$ cat config.mk
export PLATFORM = sky130hd
export DESIGN_NAME = gpio_port_ctrl
export DESIGN_NICKNAME = d
export VERILOG_FILES = /design/src/rtl/gpio_port_pkg.sv /design/src/rtl/gpio_bus_decode.sv /design/src/rtl/gpio_port_regs.sv /design/src/rtl/gpio_port_ctrl.sv
export SDC_FILE = /design/constraint.sdc
export NUM_CORES = 1
export LEC_CHECK = 0
export BUFFER_PORTS_ARGS = -buffer_cell sky130_fd_sc_hd__clkbuf_2
export CORE_ASPECT_RATIO = 0.7
export CORE_UTILIZATION = 50
export DETAILED_ROUTE_END_ITERATION = 10
export PLACE_DENSITY = 0.83
export SETUP_SLACK_MARGIN = 0.05
export SLEW_MARGIN = 20
export SYNTH_ARGS = -nofsm -noshare
export SYNTH_HDL_FRONTEND = slang
export SYNTH_SLANG_ARGS = --single-unit
$ cat constraint.sdc
create_clock -name clk -period 2.4 [get_ports clk]
set_clock_uncertainty 0.2 [all_clocks]
set_input_delay 0.72 -clock clk [delete_from_list [all_inputs] [get_ports clk]]
set_output_delay 0.72 -clock clk [all_outputs]
set_load 0.005 [all_outputs]
$ cat src/rtl/gpio_port_pkg.sv
package gpio_port_pkg;

  localparam int RegIdxW = 3;

  typedef enum logic [RegIdxW-1:0] {
    REG_FUNC   = 3'd0,
    REG_DATA   = 3'd1,
    REG_DSET   = 3'd2,
    REG_DCLR   = 3'd3,
    REG_DIRSET = 3'd4,
    REG_DIRCLR = 3'd5,
    REG_INEN   = 3'd6,
    REG_MUX    = 3'd7
  } reg_idx_e;

  typedef struct packed {
    logic     wrFunc;
    logic     wrData;
    logic     wrSet;
    logic     wrClr;
    logic     wrDirSet;
    logic     wrDirClr;
    logic     wrInen;
    logic     wrMux;
    logic     rdEn;
    logic     rdZero;
    reg_idx_e rdSel;
  } port_strobe_t;

endpackage

$ cat src/rtl/gpio_bus_decode.sv
module gpio_bus_decode
  import gpio_port_pkg::*;
#(
  parameter int ADDR_W = 6
) (
  input  logic              clk,
  input  logic              rst_n,
  input  logic [ADDR_W-1:0] busAddr,
  input  logic              busRd,
  input  logic              busWr,
  input  logic              busSize4,
  output port_strobe_t      strb,
  output logic              busErr,
  output logic              busErrKind
);

  localparam int NumRegs = 1 << RegIdxW;

  logic         access;
  logic         rdReq;
  logic         aligned;
  logic         inRange;
  logic         muxOffset;
  logic         sizeBad;
  logic         errSize;
  logic         errMap;
  logic         accessOk;
  reg_idx_e     regIdx;
  logic [NumRegs-1:0] wrHit;

  assign access  = busRd | busWr;
  assign rdReq   = busRd & ~busWr;
  assign regIdx  = reg_idx_e'(busAddr[RegIdxW+1:2]);
  assign aligned = (busAddr[1:0] == 2'b00);

  generate
    if (ADDR_W > RegIdxW + 2) begin : g_upper
      assign inRange = (busAddr[ADDR_W-1:RegIdxW+2] == '0);
    end else begin : g_noUpper
      assign inRange = 1'b1;
    end
  endgenerate

  assign muxOffset = aligned & inRange & (regIdx == REG_MUX);
  assign sizeBad   = muxOffset ? ~busSize4 : busSize4;
  assign errSize   = access & sizeBad;
  assign errMap    = access & ~sizeBad & ~(aligned & inRange);
  assign accessOk  = access & ~errSize & ~errMap;

  assign busErr     = errSize | errMap;
  assign busErrKind = errSize;

  always_comb begin
    wrHit = '0;
    if (accessOk && busWr) wrHit[regIdx] = 1'b1;
  end

  always_comb begin
    strb          = '0;
    strb.wrFunc   = wrHit[REG_FUNC];
    strb.wrData   = wrHit[REG_DATA];
    strb.wrSet    = wrHit[REG_DSET];
    strb.wrClr    = wrHit[REG_DCLR];
    strb.wrDirSet = wrHit[REG_DIRSET];
    strb.wrDirClr = wrHit[REG_DIRCLR];
    strb.wrInen   = wrHit[REG_INEN];
    strb.wrMux    = wrHit[REG_MUX];
    strb.rdEn     = rdReq & accessOk;
    strb.rdZero   = rdReq & ~accessOk;
    strb.rdSel    = regIdx;
  end

  // at most one register is written per access
  assert_wr_onehot_R4: assert property (@(posedge clk) disable iff (!rst_n)
    $onehot0({strb.wrFunc, strb.wrData, strb.wrSet, strb.wrClr,
              strb.wrDirSet, strb.wrDirClr, strb.wrInen, strb.wrMux}));

  // a rejected access produces no write strobe
  assert_err_no_write_R2: assert property (@(posedge clk) disable iff (!rst_n)
    busErr |-> !(strb.wrFunc | strb.wrData | strb.wrSet | strb.wrClr |
                 strb.wrDirSet | strb.wrDirClr | strb.wrInen | strb.wrMux));

  // a write and a read are never both carried out in one cycle
  assert_wr_beats_rd_R10: assert property (@(posedge clk) disable iff (!rst_n)
    busWr |-> !strb.rdEn);

endmodule

$ cat src/rtl/gpio_port_regs.sv
module gpio_port_regs
  import gpio_port_pkg::*;
#(
  parameter int PINS  = 16,
  parameter int BUS_W = 32
) (
  input  logic             clk,
  input  logic             rst_n,
  input  port_strobe_t     strb,
  input  logic [BUS_W-1:0] busWdata,
  output logic [BUS_W-1:0] busRdata,
  input  logic [PINS-1:0]  pinIn,
  output logic [PINS-1:0]  pinOut,
  output logic [PINS-1:0]  pinOutValid,
  output logic [PINS-1:0]  pinSampled
);

  logic [PINS-1:0]  funcEn;
  logic [PINS-1:0]  dataReg;
  logic [PINS-1:0]  dirReg;
  logic [PINS-1:0]  inEn;
  logic [BUS_W-1:0] muxWord;

  logic [PINS-1:0]  wrVal;
  logic [PINS-1:0]  dataNext;
  logic [PINS-1:0]  dirNext;
  logic             refresh;
  logic [BUS_W-1:0] rdMux;
  logic [PINS-1:0]  acceptPin;

  assign wrVal = busWdata[PINS-1:0];

  always_comb begin
    dataNext = dataReg;
    if (strb.wrData)     dataNext = wrVal;
    else if (strb.wrSet) dataNext = dataReg | wrVal;
    else if (strb.wrClr) dataNext = dataReg & ~wrVal;
  end

  always_comb begin
    dirNext = dirReg;
    if (strb.wrDirSet)      dirNext = dirReg | wrVal;
    else if (strb.wrDirClr) dirNext = dirReg & ~wrVal;
  end

  assign refresh = strb.wrData | strb.wrSet | strb.wrClr | strb.wrDirSet;

  always_ff @(posedge clk or negedge rst_n) begin
    if (!rst_n) begin
      funcEn  <= '0;
      dataReg <= '0;
      dirReg  <= '0;
      inEn    <= '0;
      muxWord <= '0;
    end else begin
      dataReg <= dataNext;
      dirReg  <= dirNext;
      if (strb.wrFunc) funcEn  <= wrVal;
      if (strb.wrInen) inEn    <= wrVal;
      if (strb.wrMux)  muxWord <= busWdata;
    end
  end

  always_ff @(posedge clk or negedge rst_n) begin
    if (!rst_n) begin
      pinOut      <= '0;
      pinOutValid <= '0;
    end else begin
      pinOutValid <= refresh ? ~inEn : '0;
      if (refresh) pinOut <= (dataNext & ~inEn) | (pinOut & inEn);
    end
  end

  always_comb begin
    unique case (strb.rdSel)
      REG_FUNC:                       rdMux = BUS_W'(funcEn);
      REG_DATA, REG_DSET, REG_DCLR:   rdMux = BUS_W'(dataReg);
      REG_DIRSET, REG_DIRCLR:         rdMux = BUS_W'(dirReg);
      REG_INEN:                       rdMux = BUS_W'(inEn);
      REG_MUX:                        rdMux = muxWord;
      default:                        rdMux = '0;
    endcase
  end

  always_ff @(posedge clk or negedge rst_n) begin
    if (!rst_n)           busRdata <= '0;
    else if (strb.rdZero) busRdata <= '0;
    else if (strb.rdEn)   busRdata <= rdMux;
  end

  generate
    for (genvar p = 0; p < PINS; p++) begin : g_pin
      assign acceptPin[p] = ~dirReg[p] & inEn[p] & funcEn[p];

      always_ff @(posedge clk or negedge rst_n) begin
        if (!rst_n)            pinSampled[p] <= 1'b0;
        else if (acceptPin[p]) pinSampled[p] <= pinIn[p];
      end

      // a gated-off pin keeps its captured level
      assert_gated_hold_R9: assert property (@(posedge clk) disable iff (!rst_n)
        !acceptPin[p] |=> $stable(pinSampled[p]));
    end
  endgenerate

  // a direction-clear write never pushes outputs
  assert_dirclr_quiet_R8: assert property (@(posedge clk) disable iff (!rst_n)
    strb.wrDirClr |=> (pinOutValid == '0));

  // a rejected read returns zero
  assert_rd_err_zero_R10: assert property (@(posedge clk) disable iff (!rst_n)
    strb.rdZero |=> (busRdata == '0));

  // pins with input enabled are never marked as refreshed
  assert_refresh_mask_R7: assert property (@(posedge clk) disable iff (!rst_n)
    refresh |=> ((pinOutValid & $past(inEn)) == '0));

endmodule

$ cat src/rtl/gpio_port_ctrl.sv
module gpio_port_ctrl
  import gpio_port_pkg::*;
#(
  parameter int PINS   = 16,
  parameter int ADDR_W = 6,
  parameter int BUS_W  = 32
) (
  input  logic              clk,
  input  logic              rst_n,
  input  logic [ADDR_W-1:0] busAddr,
  input  logic              busRd,
  input  logic              busWr,
  input  logic              busSize4,
  input  logic [BUS_W-1:0]  busWdata,
  output logic [BUS_W-1:0]  busRdata,
  output logic              busErr,
  output logic              busErrKind,
  input  logic [PINS-1:0]   pinIn,
  output logic [PINS-1:0]   pinOut,
  output logic [PINS-1:0]   pinOutValid,
  output logic [PINS-1:0]   pinSampled
);

  port_strobe_t strb;

  gpio_bus_decode #(.ADDR_W(ADDR_W)) u_decode (
    .clk        (clk),
    .rst_n      (rst_n),
    .busAddr    (busAddr),
    .busRd      (busRd),
    .busWr      (busWr),
    .busSize4   (busSize4),
    .strb       (strb),
    .busErr     (busErr),
    .busErrKind (busErrKind)
  );

  gpio_port_regs #(.PINS(PINS), .BUS_W(BUS_W)) u_regs (
    .clk         (clk),
    .rst_n       (rst_n),
    .strb        (strb),
    .busWdata    (busWdata),
    .busRdata    (busRdata),
    .pinIn       (pinIn),
    .pinOut      (pinOut),
    .pinOutValid (pinOutValid),
    .pinSampled  (pinSampled)
  );

endmodule

==> results.py, run 1 <==
metrics = {
    "global_route": {
        "grt_max_degree": 45,
        "antenna_found_initial": 1,
        "grt_use_total_pct": 25.40,
        "grt_pass1_vias": 5599,
        "grt.overflow.total": 0,
        "grt_pass1_wl_um": 30100,
    },
    "synthesis": {
        "synth_warnings": 0,
        "synth_area_leaders": "dfrtp_1 58%, mux2_2 13%, mux2i_1 6.3%",
        "synth_nets": 637,
        "synth-main-ff-cell": "dfrtp_1",
        "yosysMostFrequentCell": "dfrtp_1",
        "syn_avg_cell_area_um2": 13.20,
        "synthArstFlopShare_pct": 100.0,
        "ys_ff_latch": 176,
        "yosysSeqAreaShare_pct": 57.72,
        "synth_commonest_cells": "176 x dfrtp_1, 86 x mux2_2, 48 x mux2i_1, 33 x o21ai_0, 32 x a22o_1",
        "netlist_area_mm2": 0.007630,
        "synth_cell_types": 36,
        "synth_top_area_share_pct": 57.72,
        "synth_edf_count": 0,
        "yosysTopAreaCell": "dfrtp_1",
        "synthCells": 578,
    },
    "route": {
        "drcViolationCount": 0,
        "vias_per_cell": 5.802,
        "drtIter0Drc": 420,
        "first_pass_iters": 4,
        "wl_um": 19110,
        "vias": 5541,
        "wl_per_cell_um": 20.01,
        "antenna_left": 0,
    },
    "setup_path": {
        "cp_slowest_stage_delay_ns": 0.21,
        "end_kind": "output pin",
        "required_ns": 1.48,
        "rrSetupSlack_ns": 1.03,
        "slowest_stage": "and3_4",
        "r2r-end": "u_regs.busRdata[1]$_DFFE_PN0P_",
        "cp_max_fo": 3,
        "cp_cell_sequence": "clkbuf_8, and3_4, nand2_2, xor2_1, nor2_1, buf_2",
        "ff2ff_path_depth": 4,
        "critPathArrivalTime_ns": 1.46,
        "cp-start-kind": "input port",
        "path_class": "in -> out",
        "r2r-start": "u_regs.inEn[1]$_DFFE_PN0P_",
        "crit_end": "busErrKind",
        "critPathLaunch": "busAddr[4]",
    },
    "cts": {
        "cts_tree": "done",
        "holdBufCountCts": 0,
        "clockRootBuffer": "clkbuf_16",
        "h-tree-depth": 4,
        "cts_sinks": 176,
        "numCtsBuffers": 17,
        "clockBufferDepth": 2,
        "clk_pin_slew_ns": 0.07,
        "clk-insertion-delay-late_ns": 0.43,
    },
    "flow_run": {
        "maxCapViolCount": 0,
    },
    "place": {
        "gp_congestion": 0.9209,
        "io_buffers": 140,
        "place_area_mm2": 0.008816,
        "place_ws_ns": -0.1331,
        "hpwlAfterDp_um": 13130,
    },
    "layout": {
        "fin_area_mm2": 0.009499,
        "layout.nets": 805,
        "drive_above_1_share_pct": 43.35,
        "syn_to_final_growth_pct": 24.50,
    },
    "sta": {
        "finalSetupViolations": 0,
        "rsz0062_at_grt": "yes",
        "worst_pin_slew_ns": 0.4239,
        "fmax_mhz": 420.0,
        "hold_violations": 0,
        "period_needed_ns": 2.381,
        "fin_tns_setup_ns": 0,
        "setup_ws_ns": 0.01921,
        "relSlewSlack_pct": 71.74,
        "period_share_pct": 99.20,
        "slew_violations": 0,
    },
    "floorplan": {
        "design.core.area_mm2": 0.01481,
        "pin_count": 141,
        "die_height_um": 105.4,
        "start_util_pct": 51.50,
        "die_width_um": 149.6,
        "num_rows": 37,
        "die_area_mm2": 0.01577,
    },
    "hold_path": {
        "min_path_type": "in -> async",
    },
    "power": {
        "vdd_drop_max_mv": 0.4395,
        "power_density_mw_per_mm2": 719.5,
        "cellLeakagePower_nw": 4.923,
        "fin_total_pwr_mw": 6.835,
    },
    "run_status": {
        "status": "completed",
    },
}
[per-stage QoR]
step | util (%) | std cells | hold WS (ns)
2_1_floorplan | - | 578 | 0.2244
3_3_place_gp | 59.51 | 920 | 0.2662
3_5_place_dp | 59.51 | 920 | 0.2718
4_1_cts | 63.89 | 954 | 0.01182
5_1_grt | 64.10 | 954 | 0.02070
6_report | 64.12 | 955 | 0.003209
[metal layers]
layer / GRT usage (%) / wire [µm]
met1: 36.03 / 8513
met2: 37.76 / 8803
met3: 6.537 / 1477
met4: 8.819 / 319
met5: 0 / 0
[worst max-delay path, delay by kind of cell]
kind,cells,cell delay (ns)
buf+inv,2,0.23
xor+xnor,1,0.14
simple gates,3,0.38
[kinds of logic (layout without fill, tap and decap cells)]
kind of cell	after synthesis	after routing	synth area share (%)
compound gates	114	114	10.36
xor+xnor	18	18	2.066
buf+inv	53	234	3.558
flops	176	176	57.72
mux	144	144	20.96
other cells	0	1	0
simple gates	73	73	5.330
[repair_timing]
action                                  in CTS  in global routing
endpoints found under the setup margin       2                  2
pin swaps                                    2                  5
gates resized for setup                      5                 13
endpoints found under the hold margin        0                  0
setup buffers                                2                  0
[how the worst min path moves through the flow]
| stage | startpoint | endpoint | slack [ns] |
|---|---|---|---|
| 2_1_floorplan | rst_n | asynchronous set/reset pin | 0.22 |
| 3_3_place_gp | u_regs.muxWord[28]$_DFFE_PN0P_ | u_regs.busRdata[28]$_DFFE_PN0P_ | 0.27 |
| 3_5_place_dp | u_regs.muxWord[25]$_DFFE_PN0P_ | u_regs.busRdata[25]$_DFFE_PN0P_ | 0.27 |
| 4_1_cts | rst_n | u_regs.pinOutValid[0]$_DFF_PN0_ | 0.01 |
| 5_1_grt | rst_n | asynchronous set/reset pin | 0.02 |
| 6_report | rst_n | u_regs.pinOutValid[0]$_DFF_PN0_ | 0.003 |
[cell usage in the layout, fill, tap and decap left out, types with 2 or more instances in the layout]
cell | synthesis | routed
dfrtp_1 | 176 | 176
clkbuf_2 | 0 | 131
mux2_2 | 86 | 86
mux2i_1 | 48 | 48
buf_4 | 2 | 38
o21ai_0 | 33 | 33
a22o_1 | 32 | 32
nor2_1 | 19 | 19
nand2_1 | 19 | 18
inv_1 | 17 | 17
nand3_1 | 17 | 17
clkbuf_16 | 0 | 17
xnor2_1 | 17 | 16
a41oi_1 | 16 | 16
a21oi_1 | 17 | 16
a21o_1 | 16 | 16
mux2_4 | 10 | 10
inv_6 | 0 | 8
buf_12 | 1 | 7
clkbuf_8 | 0 | 3
or3_4 | 2 | 2
nor3_4 | 0 | 2
nor3b_4 | 0 | 2
nand4_1 | 2 | 2
clkinv_8 | 0 | 2
clkinv_4 | 0 | 2
buf_6 | 4 | 2
buf_8 | 0 | 2
buf_2 | 15 | 2
[power breakdown]
part           switching, mW  internal, mW  leakage [nW]
combinational          0.384         0.370          2.33
clock                   1.27          1.48         0.288
sequential             0.149          3.18          2.30
total                   1.80          5.03          4.92
[area by class of cell]
type / instances / area (µm²)
inverters: 17 / 63.81
clock buffers: 17 / 425.4
multi-input cells: 349 / 3005
clock inverters: 15 / 168.9
repair buffers: 185 / 1185
diodes: 1 / 2.502
fillers: 1089 / 5315
flip-flops and latches: 176 / 4404
well taps: 195 / 244.0
Power figures use the tool's default switching activity.
==> run 2: changes to the inputs <==
--- a/config.mk
+++ b/config.mk
@@ -7,9 +7,9 @@
 export LEC_CHECK = 0
 export BUFFER_PORTS_ARGS = -buffer_cell sky130_fd_sc_hd__clkbuf_2
 export CORE_ASPECT_RATIO = 0.7
-export CORE_UTILIZATION = 50
+export CORE_UTILIZATION = 53
 export DETAILED_ROUTE_END_ITERATION = 10
-export PLACE_DENSITY = 0.83
+export PLACE_DENSITY = 0.84
 export SETUP_SLACK_MARGIN = 0.05
 export SLEW_MARGIN = 20
 export SYNTH_ARGS = -nofsm -noshare
==> constraint.sdc (replaced) <==
create_clock -name clk -period 2.81 [get_ports clk]
set_clock_uncertainty 0.2 [all_clocks]
set_input_delay 0.843 -clock clk [delete_from_list [all_inputs] [get_ports clk]]
set_output_delay 0.843 -clock clk [all_outputs]
set_load 0.005 [all_outputs]
==> run 2 against run 1 <==
Compared with the run above: worst setup slack gained 0.090 ns; total power is 15% lower; sequential power shrank 15%; flip-flop and latch count did not move; routed wire length shrank 2.2%; via count is 3.5% lower; first-iteration DRC count up 6.2%; critical path type unchanged.
==> results.py, run 2 (synthesis gave the netlist of run 1 again) <==
metrics = {
    "run_status": {
        "status": "completed",
    },
    "sta": {
        "finalSetupViolations": 0,
        "fmax_mhz": 370.3,
        "hold_violations": 0,
        "slew_violations": 0,
        "period_needed_ns": 2.701,
        "setup_ws_ns": 0.1092,
        "rsz0062_at_grt": "no",
        "relSlewSlack_pct": 26.86,
        "fin_tns_setup_ns": 0,
        "worst_pin_slew_ns": 1.093,
        "period_share_pct": 96.11,
    },
    "floorplan": {
        "die_height_um": 102.4,
        "start_util_pct": 54.64,
        "design.core.area_mm2": 0.01396,
        "die_area_mm2": 0.01489,
        "die_width_um": 145.4,
        "pin_count": 141,
        "num_rows": 36,
    },
    "layout": {
        "syn_to_final_growth_pct": 21.19,
        "drive_above_1_share_pct": 41.17,
        "final_util_pct": 66.22,
        "multiInputGateArea_mm2": 0.002985,
        "diodes": 0,
        "layout.nets": 782,
        "regArea_mm2": 0.004404,
        "layout_commonest_cell": "dfrtp_1",
        "final_cell_mix": "176 x dfrtp_1, 139 x clkbuf_2, 86 x mux2_2",
        "fin_area_mm2": 0.009246,
        "fillCellCount": 984,
    },
    "hold_path": {
        "min_path_type": "in -> async",
    },
    "power": {
        "vdd_drop_max_mv": 0.4128,
        "power_density_mw_per_mm2": 629.8,
        "cellLeakagePower_nw": 4.779,
    },
    "route": {
        "vias": 5348,
        "first_pass_iters": 5,
        "wl_met3_um": 1303,
        "drcViolationCount": 0,
        "antenna_left": 0,
        "drtIter0Drc": 446,
        "vias_per_cell": 5.775,
        "wl_um": 18700,
        "dr_wl_met2_um": 8893,
        "wl_met1_um": 8201,
        "top_layer": "met5",
        "wl_per_cell_um": 20.19,
    },
    "setup_path": {
        "cp_max_fo": 4,
        "cp-start-kind": "input port",
        "required_ns": 1.77,
        "slowest_stage": "and3_4",
        "end_kind": "output pin",
        "path_delay_family": "simple AND/OR/NAND/NOR gates",
        "cpMostUsedCell": "clkbuf_2",
        "cp_cell_sequence": "clkbuf_2, and3_4, nand2_1, xor2_1, nor2_1, clkbuf_2",
        "cp_slowest_stage_delay_ns": 0.22,
        "critPathArrivalTime_ns": 1.66,
        "path_class": "in -> out",
        "crit_buf_inv": 2,
    },
    "global_route": {
        "grt_use_total_pct": 26.50,
        "grt_pass1_vias": 5448,
        "grt_max_degree": 50,
        "grt.overflow.total": 0,
        "antenna_found_initial": 1,
        "grt_pass1_wl_um": 29730,
    },
    "cts": {
        "postCtsSetupBuffers": 0,
        "cts_sinks": 176,
        "clockRootBuffer": "clkbuf_16",
        "clk_pin_slew_ns": 0.07,
        "clockBufferDepth": 2,
        "cts_tree": "done",
        "h-tree-depth": 4,
        "numCtsBuffers": 17,
        "clk-insertion-delay-late_ns": 0.43,
    },
    "flow_run": {
        "maxCapViolCount": 0,
    },
    "place": {
        "place_area_mm2": 0.008633,
        "hpwlAfterDp_um": 11830,
        "gp_congestion": 0.8466,
        "io_buffers": 140,
        "place_ws_ns": 0.05742,
    },
}
-- run 2: worst paths after layout --
check | to | depth (start not counted) | slack [ns] | startpoint
worst max-delay path | busErrKind | 6 | 0.11 | busAddr[3]
worst min-delay path | u_regs.pinOutValid[0]$_DFF_PN0_ | 1 | 0.15 | rst_n
worst max register to register | u_regs.busRdata[1]$_DFFE_PN0P_ | 4 | 1.44 | u_regs.inEn[1]$_DFFE_PN0P_
worst min register to register | u_regs.pinOutValid[6]$_DFF_PN0_ | 1 | 0.29 | u_regs.inEn[6]$_DFFE_PN0P_
max in group asynchronous | u_regs.busRdata[18]$_DFFE_PN0P_ | 2 | 1.54 | rst_n
min in group clk | u_regs.pinOutValid[6]$_DFF_PN0_ | 1 | 0.29 | u_regs.inEn[6]$_DFFE_PN0P_
-- run 2: through the flow --
stage	power [mW]	hold slack (ns)	cells
floorplan	3.195	0.2606	578
global placement	3.442	0.2667	894
detailed placement	3.481	0.2754	894
CTS	5.851	0.1623	926
global route	6.038	0.1833	926
finish	5.823	0.1517	926
-- run 2: routing by layer --
layer	vias to the layer above	global-route usage, %
met1	2720	35.77
met3	26	5.848
met2	223	42.75
met4	2	9.879
met5	-	0
li1	2377	-
-- run 2: repair_timing --
action                     CTS  global route
resized for setup            0             1
setup endpoints to repair    0             2
hold buffers                 0             0
-- run 2: final cells by class --
type / instances / area share (%)
inverter: 17 / 0.6901
tap: 190 / 2.571
clock inverter: 15 / 1.976
clock buffer: 17 / 4.601
timing repair buffer: 162 / 10.24
sequential: 176 / 47.63
multi-input combinational: 349 / 32.29
-- run 2: power breakdown --
group          switching (mW)  internal, mW  leakage, nW
logic                   0.322         0.289         2.18
clock network            1.16          1.21        0.294
registers               0.122          2.71         2.30
